--- src/rtl/refsched_pkg.sv ---
package refsched_pkg;

  typedef enum logic [2:0] {
    ST_PWR, ST_CSR, ST_RAS, ST_PRE, ST_IDLE, ST_SCSR, ST_SRAS, ST_SPRE
  } refState_e;

  typedef enum logic [1:0] {LD_RAS, LD_PRE, LD_SREF, LD_SPRE} ldSel_e;

  typedef struct packed {
    logic   ldCnt;
    ldSel_e ldSel;
    logic   wakeDec;
    logic   owedDec;
    logic   owedClr;
  } ctlStrobe_t;

endpackage

--- src/rtl/refsched_timers.sv ---
module refsched_timers
  import refsched_pkg::*;
#(
  parameter int PWR_CYC  = 10000,
  parameter int REFI_CYC = 780,
  parameter int RAS_CYC  = 3,
  parameter int RP_CYC   = 2,
  parameter int SREF_CYC = 15000,
  parameter int RPS_CYC  = 3,
  parameter int WAKE_CNT = 8,
  parameter int MAX_OWED = 4
) (
  input  logic       clk,
  input  logic       rstN,
  input  ctlStrobe_t ctl,
  output logic       cntZero,
  output logic       wakeLast,
  output logic       owedPend
);
  localparam int M1   = (PWR_CYC > SREF_CYC) ? PWR_CYC : SREF_CYC;
  localparam int M2   = (RAS_CYC > RP_CYC) ? RAS_CYC : RP_CYC;
  localparam int M3   = (M2 > RPS_CYC) ? M2 : RPS_CYC;
  localparam int MAXP = (M1 > M3) ? M1 : M3;
  localparam int CW   = $clog2(MAXP + 1);
  localparam int TW   = $clog2(REFI_CYC + 1);
  localparam int WW   = $clog2(WAKE_CNT + 1);
  localparam int OW   = $clog2(MAX_OWED + 1);

  logic [CW-1:0] phaseCnt, ldVal;
  logic [TW-1:0] refiCnt;
  logic [WW-1:0] wakeLeft;
  logic [OW-1:0] owed;
  logic          tick;

  always_comb begin
    case (ctl.ldSel)
      LD_RAS:  ldVal = CW'(RAS_CYC - 1);
      LD_PRE:  ldVal = CW'(RP_CYC - 1);
      LD_SREF: ldVal = CW'(SREF_CYC - 1);
      default: ldVal = CW'(RPS_CYC - 1);
    endcase
  end

  always_ff @(posedge clk or negedge rstN) begin
    if (!rstN)                phaseCnt <= CW'(PWR_CYC - 1);
    else if (ctl.ldCnt)       phaseCnt <= ldVal;
    else if (phaseCnt != '0)  phaseCnt <= phaseCnt - 1'b1;
  end
  assign cntZero = (phaseCnt == '0);

  assign tick = (refiCnt == TW'(REFI_CYC - 1));
  always_ff @(posedge clk or negedge rstN) begin
    if (!rstN)     refiCnt <= '0;
    else if (tick) refiCnt <= '0;
    else           refiCnt <= refiCnt + 1'b1;
  end

  always_ff @(posedge clk or negedge rstN) begin
    if (!rstN)            wakeLeft <= WW'(WAKE_CNT);
    else if (ctl.wakeDec) wakeLeft <= wakeLeft - 1'b1;
  end
  assign wakeLast = (wakeLeft == WW'(1));

  always_ff @(posedge clk or negedge rstN) begin
    if (!rstN)                              owed <= '0;
    else if (ctl.owedClr)                   owed <= '0;
    else if (tick && !ctl.owedDec) begin
      if (owed != OW'(MAX_OWED))            owed <= owed + 1'b1;
    end
    else if (ctl.owedDec && !tick)          owed <= owed - 1'b1;
  end
  assign owedPend = (owed != '0);

  // saturation holds the count at its limit
  p_owed_sat_r5: assert property (@(posedge clk) disable iff (!rstN)
    (owed == OW'(MAX_OWED) && tick && !ctl.owedDec && !ctl.owedClr) |=> owed == OW'(MAX_OWED));
  // never count past the last wake-up cycle
  p_wake_dec_r4: assert property (@(posedge clk) disable iff (!rstN)
    ctl.wakeDec |-> wakeLeft != '0);
  // a refresh is only consumed when one is owed
  p_owed_dec_r8: assert property (@(posedge clk) disable iff (!rstN)
    ctl.owedDec |-> owedPend);

endmodule

--- src/rtl/refsched_ctrl.sv ---
module refsched_ctrl
  import refsched_pkg::*;
(
  input  logic       clk,
  input  logic       rstN,
  input  logic       sleepReq,
  input  logic       grant,
  input  logic       cntZero,
  input  logic       wakeLast,
  input  logic       owedPend,
  output ctlStrobe_t ctl,
  output logic       refReq,
  output logic       busy,
  output logic       ownStrobes,
  output logic       rasN,
  output logic       casN
);
  refState_e state, stateNxt;
  logic      initDone, initDoneNxt;

  assign refReq     = (state == ST_IDLE) && (owedPend || sleepReq);
  assign busy       = !initDone;
  assign ownStrobes = (state != ST_IDLE);
  assign casN = !(state inside {ST_CSR, ST_RAS, ST_SCSR, ST_SRAS});
  assign rasN = !(state inside {ST_RAS, ST_SRAS});

  always_comb begin
    stateNxt    = state;
    initDoneNxt = initDone;
    ctl         = '{ldCnt: 1'b0, ldSel: LD_RAS, wakeDec: 1'b0, owedDec: 1'b0, owedClr: 1'b0};
    case (state)
      ST_PWR:  if (cntZero) stateNxt = ST_CSR;
      ST_CSR:  begin stateNxt = ST_RAS; ctl.ldCnt = 1'b1; ctl.ldSel = LD_RAS; end
      ST_RAS:  if (cntZero) begin stateNxt = ST_PRE; ctl.ldCnt = 1'b1; ctl.ldSel = LD_PRE; end
      ST_PRE:  if (cntZero) begin
                 if (!initDone) begin
                   ctl.wakeDec = 1'b1;
                   if (wakeLast) begin
                     initDoneNxt = 1'b1; ctl.owedClr = 1'b1; stateNxt = ST_IDLE;
                   end else stateNxt = ST_CSR;
                 end else stateNxt = ST_IDLE;
               end
      ST_IDLE: if (refReq && grant) begin
                 if (sleepReq) stateNxt = ST_SCSR;
                 else begin stateNxt = ST_CSR; ctl.owedDec = 1'b1; end
               end
      ST_SCSR: begin stateNxt = ST_SRAS; ctl.ldCnt = 1'b1; ctl.ldSel = LD_SREF; end
      ST_SRAS: if (cntZero && !sleepReq) begin
                 stateNxt = ST_SPRE; ctl.ldCnt = 1'b1; ctl.ldSel = LD_SPRE; ctl.owedClr = 1'b1;
               end
      ST_SPRE: if (cntZero) stateNxt = ST_IDLE;
      default: stateNxt = ST_IDLE;
    endcase
  end

  always_ff @(posedge clk or negedge rstN) begin
    if (!rstN) begin
      state    <= ST_PWR;
      initDone <= 1'b0;
    end else begin
      state    <= stateNxt;
      initDone <= initDoneNxt;
    end
  end

  p_cbr_order_r2: assert property (@(posedge clk) disable iff (!rstN)
    $fell(rasN) |-> !$past(casN));
  p_cas_first_r2: assert property (@(posedge clk) disable iff (!rstN)
    $fell(casN) |-> rasN);
  p_busy_noreq_r4: assert property (@(posedge clk) disable iff (!rstN)
    busy |-> !refReq);
  p_req_hold_r6: assert property (@(posedge clk) disable iff (!rstN)
    (refReq && !grant && !sleepReq && owedPend) |=> refReq);
  p_grant_start_r6: assert property (@(posedge clk) disable iff (!rstN)
    (refReq && grant) |=> (!refReq && !casN && ownStrobes));
  p_self_hold_r9: assert property (@(posedge clk) disable iff (!rstN)
    (!rasN && state == ST_SRAS && sleepReq) |=> !rasN);
  p_own_strobe_r11: assert property (@(posedge clk) disable iff (!rstN)
    (!rasN || !casN) |-> ownStrobes);

endmodule

--- src/rtl/dram_refresh_sched.sv ---
module dram_refresh_sched
  import refsched_pkg::*;
#(
  parameter int PWR_CYC  = 10000,
  parameter int REFI_CYC = 780,
  parameter int RAS_CYC  = 3,
  parameter int RP_CYC   = 2,
  parameter int SREF_CYC = 15000,
  parameter int RPS_CYC  = 3,
  parameter int WAKE_CNT = 8,
  parameter int MAX_OWED = 4
) (
  input  logic clk,
  input  logic rstN,
  input  logic sleepReq,
  input  logic grant,
  output logic refReq,
  output logic busy,
  output logic ownStrobes,
  output logic rasN,
  output logic casN
);
  ctlStrobe_t ctl;
  logic cntZero, wakeLast, owedPend;

  refsched_timers #(
    .PWR_CYC(PWR_CYC), .REFI_CYC(REFI_CYC), .RAS_CYC(RAS_CYC), .RP_CYC(RP_CYC),
    .SREF_CYC(SREF_CYC), .RPS_CYC(RPS_CYC), .WAKE_CNT(WAKE_CNT), .MAX_OWED(MAX_OWED)
  ) uTimers (
    .clk(clk), .rstN(rstN), .ctl(ctl),
    .cntZero(cntZero), .wakeLast(wakeLast), .owedPend(owedPend)
  );

  refsched_ctrl uCtrl (
    .clk(clk), .rstN(rstN), .sleepReq(sleepReq), .grant(grant),
    .cntZero(cntZero), .wakeLast(wakeLast), .owedPend(owedPend),
    .ctl(ctl), .refReq(refReq), .busy(busy), .ownStrobes(ownStrobes),
    .rasN(rasN), .casN(casN)
  );

endmodule

--- config.mk ---
export PLATFORM = sky130hd
export DESIGN_NAME = dram_refresh_sched
export DESIGN_NICKNAME = d
export VERILOG_FILES = /design/src/rtl/refsched_pkg.sv /design/src/rtl/refsched_timers.sv /design/src/rtl/refsched_ctrl.sv /design/src/rtl/dram_refresh_sched.sv
export SDC_FILE = /design/constraint.sdc
export NUM_CORES = 1
export LEC_CHECK = 0
export BUFFER_PORTS_ARGS = -buffer_cell sky130_fd_sc_hd__buf_2
export CORE_ASPECT_RATIO = 0.5
export CORE_MARGIN = 2
export CORE_UTILIZATION = 50
export CTS_CLUSTER_DIAMETER = 100
export DETAILED_ROUTE_END_ITERATION = 7
export PLACE_DENSITY = 0.67
export SLEW_MARGIN = 0
export SYNTH_ARGS = -nofsm -noshare
export SYNTH_HDL_FRONTEND = slang
export SYNTH_HIERARCHICAL = 1
export SYNTH_SLANG_ARGS = --single-unit
--- constraint.sdc ---
create_clock -name clk -period 3.1 [get_ports clk]
set_input_delay 0.62 -clock clk [delete_from_list [all_inputs] [get_ports clk]]
set_output_delay 0.62 -clock clk [all_outputs]
set_load 0.02 [all_outputs]
**Word level (Yosys, flattened, before mapping)**

Index checks and enable logic that the tools add are counted.

- Register bits after elaboration: 35
- Bits in latches: 0
- Memory bits (writable): 0
- ROM bits: 0
- Input port bits: 4
- Memories kept: 0

- Add/subtract/negate cells: 5
- $mul: 0
- Divide/modulo/power cells: 0
- Magnitude comparators: 0
- Equality and inequality tests: 20
- Shifts and indexed selects: 0
- Muxes and demuxes: 33
- Bitwise logic cells: 0
- Reduce and logical (&&, ||, !) cells: 23

Operators with widths:

| operator | number |
|---|---|
| two-way mux 3 bit | 15 |
| two-way mux 14 bit | 2 |
| case mux 14 bit (2 select lines) | 1 |
| case mux 3 bit (8 select lines) | 1 |
| logical NOT 14 bit | 1 |
| nonzero test 14 bit | 1 |
| subtractor 14 x 1 -> 14 bit, second input constant | 1 |
| equality test 3 bit, second input constant | 4 |
| case mux 3 bit (4 select lines) | 1 |
| two-way mux 1 bit | 11 |
| adder 10 x 1 -> 10 bit, second input constant | 1 |
| equality test 10 bit, second input constant | 1 |
| two-way mux 10 bit | 1 |
| != test 3 bit, second input constant | 3 |
| != test 2 x 1 -> 1 bit, second input constant | 4 |
| equality test 3 x 2 -> 1 bit, second input constant | 2 |
| logical NOT 1 bit | 6 |
| AND reduction 6 bit | 1 |
| nonzero test 3 bit | 2 |
| logical AND 1 bit | 5 |
| equality test 4 x 1 -> 1 bit, second input constant | 1 |
| != test 2 bit, second input constant | 2 |
| AND reduction 2 bit | 2 |
| nonzero test 2 bit | 2 |
| 10 further kinds | 10 |

**Longest topological paths before layout**

Gate-level depths: netlist of the first run.

- Depth after elaboration: 10
- Depth in mapped cells: 12
- Gate-level depth less buffers: 12

**Hierarchy**

Netlist of the first run, hierarchy kept.

Modules (own cells, without submodules):

| module | times used | cells an instance | area each (um^2) |
|---|---|---|---|
| refsched_timers | 1 | 172 | 1742.9 |
| refsched_ctrl | 1 | 45 | 332.8 |

**Worst setup path before layout of the first run**

OpenSTA, ideal clock, no wires.

- Kind: register to register
- Start: reg uTimers.owed[1]
- End: reg uTimers.owed[1]
- Library setup time: 0.116 ns
- Data arrival time: 2.381 ns
- Slack: 0.603 ns
- Cell stages (with the launch flop): 9
- Buffers on the path: 1
- Path through: dfrtp_1 > or3_1 > nand2_1 > nor3_1 > clkbuf_2 > nor4_1 > fa_1 > mux2_2 > o311ai_0

RTL lines:

| element | line | text |
|---|---|---|
| start, declared | refsched_timers.sv:32 | `logic [OW-1:0] owed;` |
| start signal, assigned | refsched_timers.sv:68 | `if (owed != OW'(MAX_OWED)) owed <= owed + 1'b1;` |
| start signal, assigned | refsched_timers.sv:70 | `else if (ctl.owedDec && !tick) owed <= owed - 1'b1;` |

**Worst setup path in the final report of the first run**

- Start: reg uTimers.refiCnt[4]
- End: reg uTimers.owed[1]

- Longest elaborated chain between the ends: 5
- Elaborated cells between the ends (all ways): 9

RTL lines:

| element | line | text |
|---|---|---|
| start, declared | refsched_timers.sv:30 | `logic [TW-1:0] refiCnt;` |
| start signal, assigned | refsched_timers.sv:55 | `else refiCnt <= refiCnt + 1'b1;` |
| equality test 10 bit * | refsched_timers.sv:51 | `assign tick = (refiCnt == TW'(REFI_CYC - 1));` |
| logical NOT 1 bit | refsched_timers.sv:70 |  |
| logical AND 1 bit | refsched_timers.sv:70 |  |
| nonzero test 3 bit (no source line) | - |  |
| AND reduction 2 bit (no source line) | - |  |

Every way passes the cells marked *; elsewhere a longest branch is shown, timed or not.
A chain may end at the register's enable or synchronous reset.

==> results.sh, run 1 <==
export IMPL_p_leak_uw=0.000961
export IMPL_ios=9
export IMPL_seq_power_share_pct=54.9
export IMPL_syn_inst=217
export IMPL_ctsHoldBuffers=0
export IMPL_powerDensity_nw_per_um2=368
export IMPL_async_flop_share_pct=100
export IMPL_cts_resized=0
export IMPL_area_delta_synth_final_pct=9.04
export IMPL_swShare_pct=20.6
export IMPL_clkPwrFrac_pct=43.7
export IMPL_antennaDiodeCount=0
export IMPL_synth_seq_cells=35
export IMPL_synth_compound_gate_area_share_pct=10.3
export IMPL_htree_levels=2
export IMPL_fmax_mhz=385
export IMPL_rr_worst_depth=5
export IMPL_internal_power_uw=662
export IMPL_fin_cells=284
export IMPL_vias_per_cell=5.56
export IMPL_worstPathMaxFanout=4
export IMPL_worstPathRequired_ns=3.29
export IMPL_finalSetupTns_ns=0
export IMPL_worst_pin_slew_ns=0.760
export IMPL_synth_top_family_by_area="simple AND/OR/NAND/NOR gates"
export IMPL_final_nets=241
export IMPL_dieWidth_um=95.1
export IMPL_finalHoldViolations=0
export IMPL_wl_mm=3.86
export IMPL_cts_made_buffers=5
export IMPL_drt_antenna_violating_nets=0
export IMPL_die_y_um=49.6
export IMPL_filler_cell_count=354
export IMPL_dp_cells=276
export IMPL_clkTransAtPathRegs_ns=0.07
export IMPL_regToRegStartpoint="uTimers/refiCnt[4]"
export IMPL_clockBufferDepth=2
export IMPL_startpoint_type="flop"
export IMPL_avgSynthCellArea_um2=9.57
export IMPL_drc=0
export IMPL_grt_total_usage_pct=19.0
export IMPL_skew_ns=0.00941
export IMPL_finish_instance_area_um2=2260
export IMPL_root_buffer="clkbuf_8"
export IMPL_rows=16
export IMPL_place_congestion=0.822
export IMPL_cts_sinks=35
export IMPL_fin_crit_sh_pct=83.8
export IMPL_ys_warn_count=6
export IMPL_synth_area_mux_share_pct=5.24
export IMPL_fin_crit_ns=2.60
export IMPL_port_buffers=8
export IMPL_crit_type="reg -> reg"
export IMPL_grt_pass1_wl_mm=6.71
export IMPL_relSlewSlack_pct=49.3
export IMPL_syn_num_nets=229
export IMPL_synth_cell_area_um2=2080
export IMPL_synthSimpleGateAreaFrac_pct=25.2
export IMPL_seq_area_frac_synth_pct=42.7
export IMPL_rsz0062_at_grt="false"
export IMPL_r2r_end="uTimers/owed[1]"
export IMPL_die_area_um2=4710
export IMPL_hpwl_mm=2.80
export IMPL_placed_cell_area_um2=2160
export IMPL_slew_violations=0
export IMPL_grt_start_max_net_pins=36
export IMPL_pwr_share_comb_pct=1.4
export IMPL_setup_violations=0
export IMPL_drt_pass1_iterations=5
export IMPL_drt_iter0_drc=88
export IMPL_grt_pass1_vias=1531
export IMPL_ir_worst_vdd_mv=0.191
export IMPL_rrSetupSlack_ns=0.50
export IMPL_cts_setup_buffers=0
export IMPL_p_sw_uw=172
export IMPL_synth_distinct_cells=49
export IMPL_cp_end_kind="flop"
export IMPL_core_area_um2=3940
export IMPL_antenna_found_initial=0
export IMPL_ys_flop_type="dfrtp_1"
export IMPL_initial_core_util_pct=52.6
export IMPL_vias=1579
export IMPL_synth_fa_ha_area_share_pct=5.18
export IMPL_cts_tree="done"
export IMPL_cp_arrival_ns=2.78
export IMPL_clock_latency_ns=0.29
export IMPL_gr_total_overflow=0
export IMPL_hold_path_class="in -> async"
export IMPL_max_cap_violations=0
export IMPL_synth_edf_count=0
export IMPL_status="completed"
export IMPL_wl_per_cell_um=13.6
export IMPL_layout_common_cells="26 x nor2_1, 26 x dfrtp_1, 16 x nand2_1"
export IMPL_drive_gt1_share_pct=17.4
export IMPL_synthXorXnorAreaFrac_pct=6.75
[power groups by stage]
stage / Sequential, uW / Clock, uW / Combinational [uW]
3_3_place_gp: 465 / 0 / 12.7
6_report: 457 / 364 / 12.0
2_1_floorplan: 465 / 0 / 0.598
4_1_cts: 457 / 376 / 13.0
5_1_grt: 457 / 404 / 14.7
3_5_place_dp: 465 / 0 / 13.1
[through the flow]
| stage | util (%) | setup WS (ns) | hold slack, ns | power [uW] |
|---|---|---|---|---|
| 3_5_place_dp | 54.9 | 0.505 | 0.480 | 478 |
| 6_report | 57.4 | 0.503 | 0.397 | 833 |
| 3_3_place_gp | 54.9 | 0.611 | 0.477 | 478 |
| 4_1_cts | 57.4 | 0.489 | 0.422 | 846 |
| 5_1_grt | 57.4 | 0.252 | 0.461 | 875 |
| 2_1_floorplan | - | 0.603 | 0.324 | 466 |
[synthesized netlist by cell type, drive strengths merged, types with 2 or more instances]
master	count	area, um^2
o21ai	12	60.1
nor2b	7	43.8
nor2	26	97.6
nand3b	2	15.0
clkbuf	2	8.75
or3	5	31.3
nor3b	2	15.0
a31oi	3	18.8
o41ai	2	17.5
ha	7	87.6
mux2	7	78.8
a211oi	2	15.0
nand2	16	60.1
o21a	3	22.5
inv	16	60.1
nor4	5	52.6
nor3	10	61.3
nand4	4	31.3
buf	3	26.3
nand3	8	40.0
dfstp	9	236
a21oi	6	30.0
xor2	10	87.6
xnor2	6	52.6
mux2i	3	30.0
or4	2	20.0
dfrtp	26	651
[layer usage]
metal  track usage, %  part of all wire [%]  vias up
met5                0                     0        -
met4             11.1                   2.4        0
met3             6.12                   3.7       13
met2             31.1                    49       33
met1             22.0                    44      754
li1                 -                     -      779
[area by class of cell]
class	count	area, um^2	share of cell area (%)
Sequential cell	35	887	39.2
Tap cell	54	67.6	2.99
Inverter	16	60.1	2.65
Clock buffer	8	100	4.42
Timing Repair Buffer	10	55.1	2.43
Multi-Input combinational cell	161	1090	48.3
[worst max-delay path, stage by stage, from the launching register on]
cell      delay [ns]
dfrtp_1         0.42
or4_4           0.59
nor4_1          0.44
fa_1            0.51
mux2_2          0.27
o311ai_0        0.26
[flip-flops by register name, indices dropped and copies added, names as in the netlist]
signal and cells:
uCtrl/initDone 1, uCtrl/state 3, uTimers/owed 3, uTimers/phaseCnt 14
uTimers/refiCnt 10, uTimers/wakeLeft 4
[how the worst max path moves through the flow]
stage                 endpoint  depth (start not counted)               start  slack, ns
2_1_floorplan  uTimers/owed[1]                          8     uTimers/owed[1]       0.60
3_3_place_gp   uTimers/owed[1]                          5  uTimers/refiCnt[4]       0.61
3_5_place_dp   uTimers/owed[1]                          5  uTimers/refiCnt[4]       0.51
4_1_cts        uTimers/owed[1]                          5  uTimers/refiCnt[4]       0.49
5_1_grt        uTimers/owed[1]                          5  uTimers/refiCnt[4]       0.25
6_report       uTimers/owed[1]                          5  uTimers/refiCnt[4]       0.50
[cell families after synthesis]
logic type,after synthesis
multiplexers,10
AND/OR/NAND/NOR,94
adder cells (fa/ha/maj),8
AO/OA/AOI/OAI,33
XOR/XNOR,16
flip-flops,35
buffers and inverters,21
Power figures use the tool's default switching activity.
==> run 2, diff against run 1 <==
==> constraint.sdc (replaced) <==
create_clock -name clk -period 2.4 [get_ports clk]
set_input_delay 0.48 -clock clk [delete_from_list [all_inputs] [get_ports clk]]
set_output_delay 0.48 -clock clk [all_outputs]
set_load 0.02 [all_outputs]
==> results.sh, run 2 (same netlist as run 1, synthesis figures left out) <==
export IMPL_dieWidth_um=95.1
export IMPL_rsz0062_at_grt="true"
export IMPL_rr_worst_depth=5
export IMPL_status="completed"
export IMPL_worst_pin_slew_ns=0.774
export IMPL_powerDensity_nw_per_um2=422
export IMPL_die_area_um2=4710
export IMPL_drt_antenna_violating_nets=0
export IMPL_hold_path_class="in -> async"
export IMPL_slew_violations=0
export IMPL_skew_ns=0.00919
export IMPL_layout_common_cells="26 x nor2_1, 26 x dfrtp_1, 20 x buf_4"
export IMPL_root_buffer="clkbuf_8"
export IMPL_drt_iter0_drc=104
export IMPL_ios=9
export IMPL_area_delta_synth_final_pct=16.9
export IMPL_wl_mm=3.99
export IMPL_port_buffers=8
export IMPL_cp_arrival_ns=2.57
export IMPL_worstPathMaxFanout=3
export IMPL_crit_type="reg -> reg"
export IMPL_clock_latency_ns=0.28
export IMPL_ir_worst_vdd_mv=0.276
export IMPL_fin_cells=302
export IMPL_core_area_um2=3940
export IMPL_htree_levels=2
export IMPL_filler_cell_count=339
export IMPL_clkTransAtPathRegs_ns=0.08
export IMPL_fin_crit_sh_pct=99.7
export IMPL_relSlewSlack_pct=48.4
export IMPL_final_nets=259
export IMPL_finish_instance_area_um2=2430
export IMPL_cts_tree="done"
export IMPL_grt_pass1_wl_mm=6.93
export IMPL_hpwl_mm=2.82
export IMPL_drt_pass1_iterations=4
export IMPL_regMostFlops="uTimers/phaseCnt"
export IMPL_drive_gt1_share_pct=25.8
export IMPL_ctsHoldBuffers=0
export IMPL_gr_total_overflow=0
export IMPL_placed_cell_area_um2=2310
export IMPL_grt_total_usage_pct=18.9
export IMPL_max_cap_violations=0
export IMPL_wl_per_cell_um=13.2
export IMPL_grt_start_max_net_pins=36
export IMPL_p_leak_uw=0.00104
export IMPL_cp_end_kind="flop"
export IMPL_fmax_mhz=418
export IMPL_cts_made_buffers=5
export IMPL_die_y_um=49.6
export IMPL_grt_pass1_vias=1592
export IMPL_largest_register_ffs=14
export IMPL_cts_sinks=35
export IMPL_place_congestion=0.782
export IMPL_fin_crit_ns=2.39
export IMPL_rows=16
export IMPL_finalHoldViolations=0
export IMPL_startpoint_type="flop"
export IMPL_antennaDiodeCount=0
export IMPL_clockBufferDepth=2
export IMPL_setup_violations=0
export IMPL_drc=0
export IMPL_reg_top3="uTimers/phaseCnt (14), uTimers/refiCnt (10), uTimers/wakeLeft (4)"
export IMPL_dp_cells=293
export IMPL_initial_core_util_pct=52.6
export IMPL_vias_per_cell=5.33
export IMPL_vias=1609
export IMPL_worstPathRequired_ns=2.58
export IMPL_antenna_found_initial=0
==> run 2: changes by cell type in the layout (fill, tap and decap cells not counted), moves of 2 or more <==
cell      previous run  this run
buf_4                2        20
clkbuf_8             7         5
nor3_1               9         7
nor3_2               0         2
==> run 2: worst paths after layout <==
kind	from	endpoint	slack, ns
worst max-delay path	uTimers/refiCnt[5]	uTimers/owed[1]	0.008
worst min-delay path	rstN	uTimers/phaseCnt[12]	0.26
worst max register to register	uTimers/refiCnt[5]	uTimers/owed[1]	0.008
worst min register to register	uTimers/refiCnt[0]	uTimers/refiCnt[0]	0.48
max in group asynchronous	rstN	uTimers/refiCnt[8]	1.63
min in group clk	uTimers/refiCnt[0]	uTimers/refiCnt[0]	0.48
==> run 2: through the flow <==
| stage | hold WS [ns] | utilization (%) | worst slack, ns | power, uW | setup TNS [ns] |
|---|---|---|---|---|---|
| 2_1_floorplan | 0.184 | - | 0.00312 | 602 | 0 |
| 3_3_place_gp | 0.473 | 58.5 | 0.00915 | 619 | 0 |
| 3_5_place_dp | 0.475 | 58.5 | -0.0759 | 619 | -0.0759 |
| 4_1_cts | 0.300 | 60.8 | -0.0109 | 1050 | -0.0109 |
| 5_1_grt | 0.341 | 61.5 | -0.0609 | 1070 | -0.0781 |
| 6_report | 0.265 | 61.5 | 0.00779 | 1020 | 0 |
==> run 2: layer usage <==
| layer | global-route usage (%) | routed length (um) | vias up | share of wire (%) |
|---|---|---|---|---|
| met2 | 32.9 | 1920 | 11 | 48 |
| met5 | 0 | 0 | - | 0 |
| met3 | 5.05 | 90 | 2 | 2.3 |
| met1 | 23.2 | 1960 | 778 | 49 |
| met4 | 5.07 | 10 | 0 | 0.25 |
| li1 | - | - | 818 | - |
==> run 2: area by class of cell <==
cell class	count	area, um^2	share of cell area, %
Inverter	16	60.1	2.47
Multi-Input combinational cell	161	1140	46.9
Tap cell	54	67.6	2.78
Sequential cell	35	887	36.5
Clock buffer	6	72.6	2.99
Clock inverter	2	12.5	0.515
Timing Repair Buffer	28	190	7.84
==> run 2: worst max-delay path, cell delays in order, from the launching register on <==
cell      delay (ns)
dfrtp_1         0.38
or4_4           0.59
nor4_4          0.28
fa_1            0.49
mux2_4          0.29
o311ai_2        0.27
==> run 2: what timing repair did <==
item                       4_1_cts  5_1_grt
buffers inserted                 1        1
pin swaps                        3        5
setup endpoints to repair        1        1
resized for setup                1        6
==> run 2: report_power, final <==
group	internal [uW]	switching (uW)
Sequential	590	0
Clock	203	213
Combinational	3.26	14.3
Total	796	227
==> run 3, diff against run 2 <==
--- a/config.mk
+++ b/config.mk
@@ -5,6 +5,7 @@
 export SDC_FILE = /design/constraint.sdc
 export NUM_CORES = 1
 export LEC_CHECK = 0
+export ABC_AREA = 1
 export BUFFER_PORTS_ARGS = -buffer_cell sky130_fd_sc_hd__buf_2
 export CORE_ASPECT_RATIO = 0.5
 export CORE_MARGIN = 2
==> results.sh, run 3 <==
export IMPL_status="completed"
export IMPL_vias=1919
export IMPL_dieWidth_um=99.6
export IMPL_power_uw=2610
export IMPL_slew_violations=0
export IMPL_drt_iter0_drc=115
export IMPL_preCtsSetupSlack_ns=0.125
export IMPL_finalWorstSetupSlack_ns=0.197
export IMPL_ir_worst_vdd_mv=0.341
export IMPL_relSlewSlack_pct=48.3
export IMPL_rows=17
export IMPL_hpwl_mm=3.42
export IMPL_synth_common_cells="71 x nand2_1, 51 x inv_1, 40 x nor2_1"
export IMPL_root_buffer="clkbuf_8"
export IMPL_worstPathRequired_ns=2.62
export IMPL_ctsHoldBuffers=0
export IMPL_layout_commonest_cell="nand2_1"
export IMPL_rrSetupSlack_ns=0.20
export IMPL_fmax_mhz=454
export IMPL_async_flop_share_pct=100
export IMPL_grt_start_max_net_pins=36
export IMPL_fin_crit_ns=2.20
export IMPL_filler_cell_count=414
export IMPL_regToRegStartpoint="uTimers/phaseCnt[0]"
export IMPL_area_delta_synth_final_pct=9.97
export IMPL_htree_levels=2
export IMPL_p_leak_uw=0.00125
export IMPL_cts_made_buffers=5
export IMPL_powerDensity_nw_per_um2=1040
export IMPL_clockBufferDepth=2
export IMPL_synth_area_leaders="dfrtp_1 28%, nand2_1 12%, dfstp_2 10%, inv_1 8.4%, nor2_1 6.6%"
export IMPL_skew_ns=0.00652
export IMPL_worstPathMaxFanout=7
export IMPL_drc=0
export IMPL_grt_pass1_vias=1912
export IMPL_synth_seq_cells=35
export IMPL_regMostFlops="uTimers/phaseCnt"
export IMPL_final_nets=338
export IMPL_rsz0062_at_grt="false"
export IMPL_cp_arrival_ns=2.42
export IMPL_ios=9
export IMPL_die_area_um2=5160
export IMPL_yosys_area_top_type="dfrtp_1"
export IMPL_port_buffers=8
export IMPL_crit_type="reg -> reg"
export IMPL_finalSetupTns_ns=0
export IMPL_syn_inst=308
export IMPL_vias_per_cell=5.00
export IMPL_place_congestion=0.884
export IMPL_synth_distinct_cells=39
export IMPL_grt_pass1_wl_mm=8.20
export IMPL_synth_cell_area_um2=2280
export IMPL_cts_tree="done"
export IMPL_initial_core_util_pct=51.9
export IMPL_startpoint_type="flop"
export IMPL_wl_per_cell_um=11.7
export IMPL_ys_flop_type="dfrtp_1"
export IMPL_largest_register_ffs=14
export IMPL_antenna_found_initial=0
export IMPL_layout_common_cells="70 x nand2_1, 51 x inv_1, 40 x nor2_1"
export IMPL_synth_edf_count=0
export IMPL_setup_violations=0
export IMPL_multiInputGateArea_um2=1190
export IMPL_worst_pin_slew_ns=0.776
export IMPL_ff_latch_area_um2=887
export IMPL_clkTransAtPathRegs_ns=0.07
export IMPL_drt_antenna_violating_nets=0
export IMPL_synth_top_area_share_pct=28.5
export IMPL_core_area_um2=4400
export IMPL_cp_end_kind="flop"
export IMPL_fin_crit_sh_pct=91.8
export IMPL_cp_startpoint="uTimers/phaseCnt[0]"
export IMPL_wl_mm=4.48
export IMPL_clock_latency_ns=0.28
export IMPL_syn_num_nets=320
export IMPL_gr_total_overflow=0
export IMPL_grt_total_usage_pct=20.3
export IMPL_synth_most_common_cell="nand2_1"
export IMPL_drt_pass1_iterations=4
export IMPL_cts_sinks=35
export IMPL_avgSynthCellArea_um2=7.41
export IMPL_ys_warn_count=6
export IMPL_reg_top3="uTimers/phaseCnt (14), uTimers/refiCnt (10), uTimers/wakeLeft (4)"
export IMPL_antennaDiodeCount=0
export IMPL_drive_gt1_share_pct=18.0
export IMPL_die_y_um=51.8
export IMPL_max_cap_violations=0
export IMPL_hold_path_class="in -> async"
export IMPL_seq_area_frac_synth_pct=38.8
export IMPL_finalHoldViolations=0
==> run 3: changes by cell type after synthesis, moves of 4 or more <==
cell     change
or3_1        -5
nor2b_1      -7
nand3_1     +16
xnor2_1      -4
nor2_1      +14
nand2_1     +55
inv_1       +36
mux2_1       -4
nor2_2      +10
==> run 3: repair_timing <==
item                                    4_1_cts  5_1_grt
setup buffers                                 0        0
endpoints found under the hold margin         0        0
endpoints found under the setup margin        0        5
gates resized for setup                       0        3
==> run 3: routing by layer <==
metal	track usage (%)	up-vias	part of all wire, %
li1	-	998	-
met1	24.8	894	48
met2	35.6	21	48
met3	5.38	6	3.2
met4	7.08	0	1.1
met5	0	-	0
==> run 3: area by class of cell <==
class / count / share of cell area (%)
inverter: 56 / 8.52
clock buffer: 7 / 3.04
sequential: 35 / 35.3
clock inverter: 1 / 0.199
tap: 57 / 2.84
timing repair buffer: 12 / 2.79
multi-input combinational: 216 / 47.3
==> run 3: cell families (layout without fill, tap and decap cells) <==
logic type	count (synthesis)	count (layout)	share of synthesized area, %
buffers and inverters	57	76	9.86
XOR/XNOR	11	11	4.22
AND/OR/NAND/NOR	172	172	35.9
adder cells (fa/ha/maj)	8	8	4.71
AO/OA/AOI/OAI	25	25	6.41
flip-flops	35	35	38.8
==> run 3: through the flow <==
| stage | utilization [%] | cell area (um^2) | hold WS [ns] | std cells |
|---|---|---|---|---|
| floorplan | - | 2280 | 0.184 | 308 |
| global placement | 54.8 | 2410 | 0.474 | 376 |
| detailed placement | 54.8 | 2410 | 0.475 | 376 |
| CTS | 56.7 | 2490 | 0.300 | 384 |
| global route | 57.0 | 2510 | 0.340 | 384 |
| finish | 57.0 | 2510 | 0.266 | 384 |
==> run 3: power by group <==
group | switching (uW) | total, uW | internal [uW]
registers | 171 | 980 | 809
clock network | 201 | 404 | 203
logic | 780 | 1220 | 442
==> run 3: worst max-delay path, cell delays in order (launching register included) <==
cell and delay (ns):
dfstp_2 0.37, inv_1 0.12, ha_1 0.17, inv_1 0.05, nor2_1 0.17, nand3_4 0.12
nor2_8 0.12, inv_1 0.08, a211oi_2 0.24, nor2_1 0.10, inv_1 0.13, inv_1 0.15
nor2_1 0.13, nor2_1 0.05, o21ai_1 0.12
==> run 3: worst paths after layout <==
check | end | depth (start not counted)
worst max register to register | uTimers/phaseCnt[1] | 14
worst min register to register | uTimers/phaseCnt[1] | 2
max in group asynchronous | uTimers/phaseCnt[12] | 1
min in group clk | uTimers/phaseCnt[1] | 2
worst min-delay path | uTimers/refiCnt[1] | 1
worst max-delay path | uTimers/phaseCnt[1] | 14
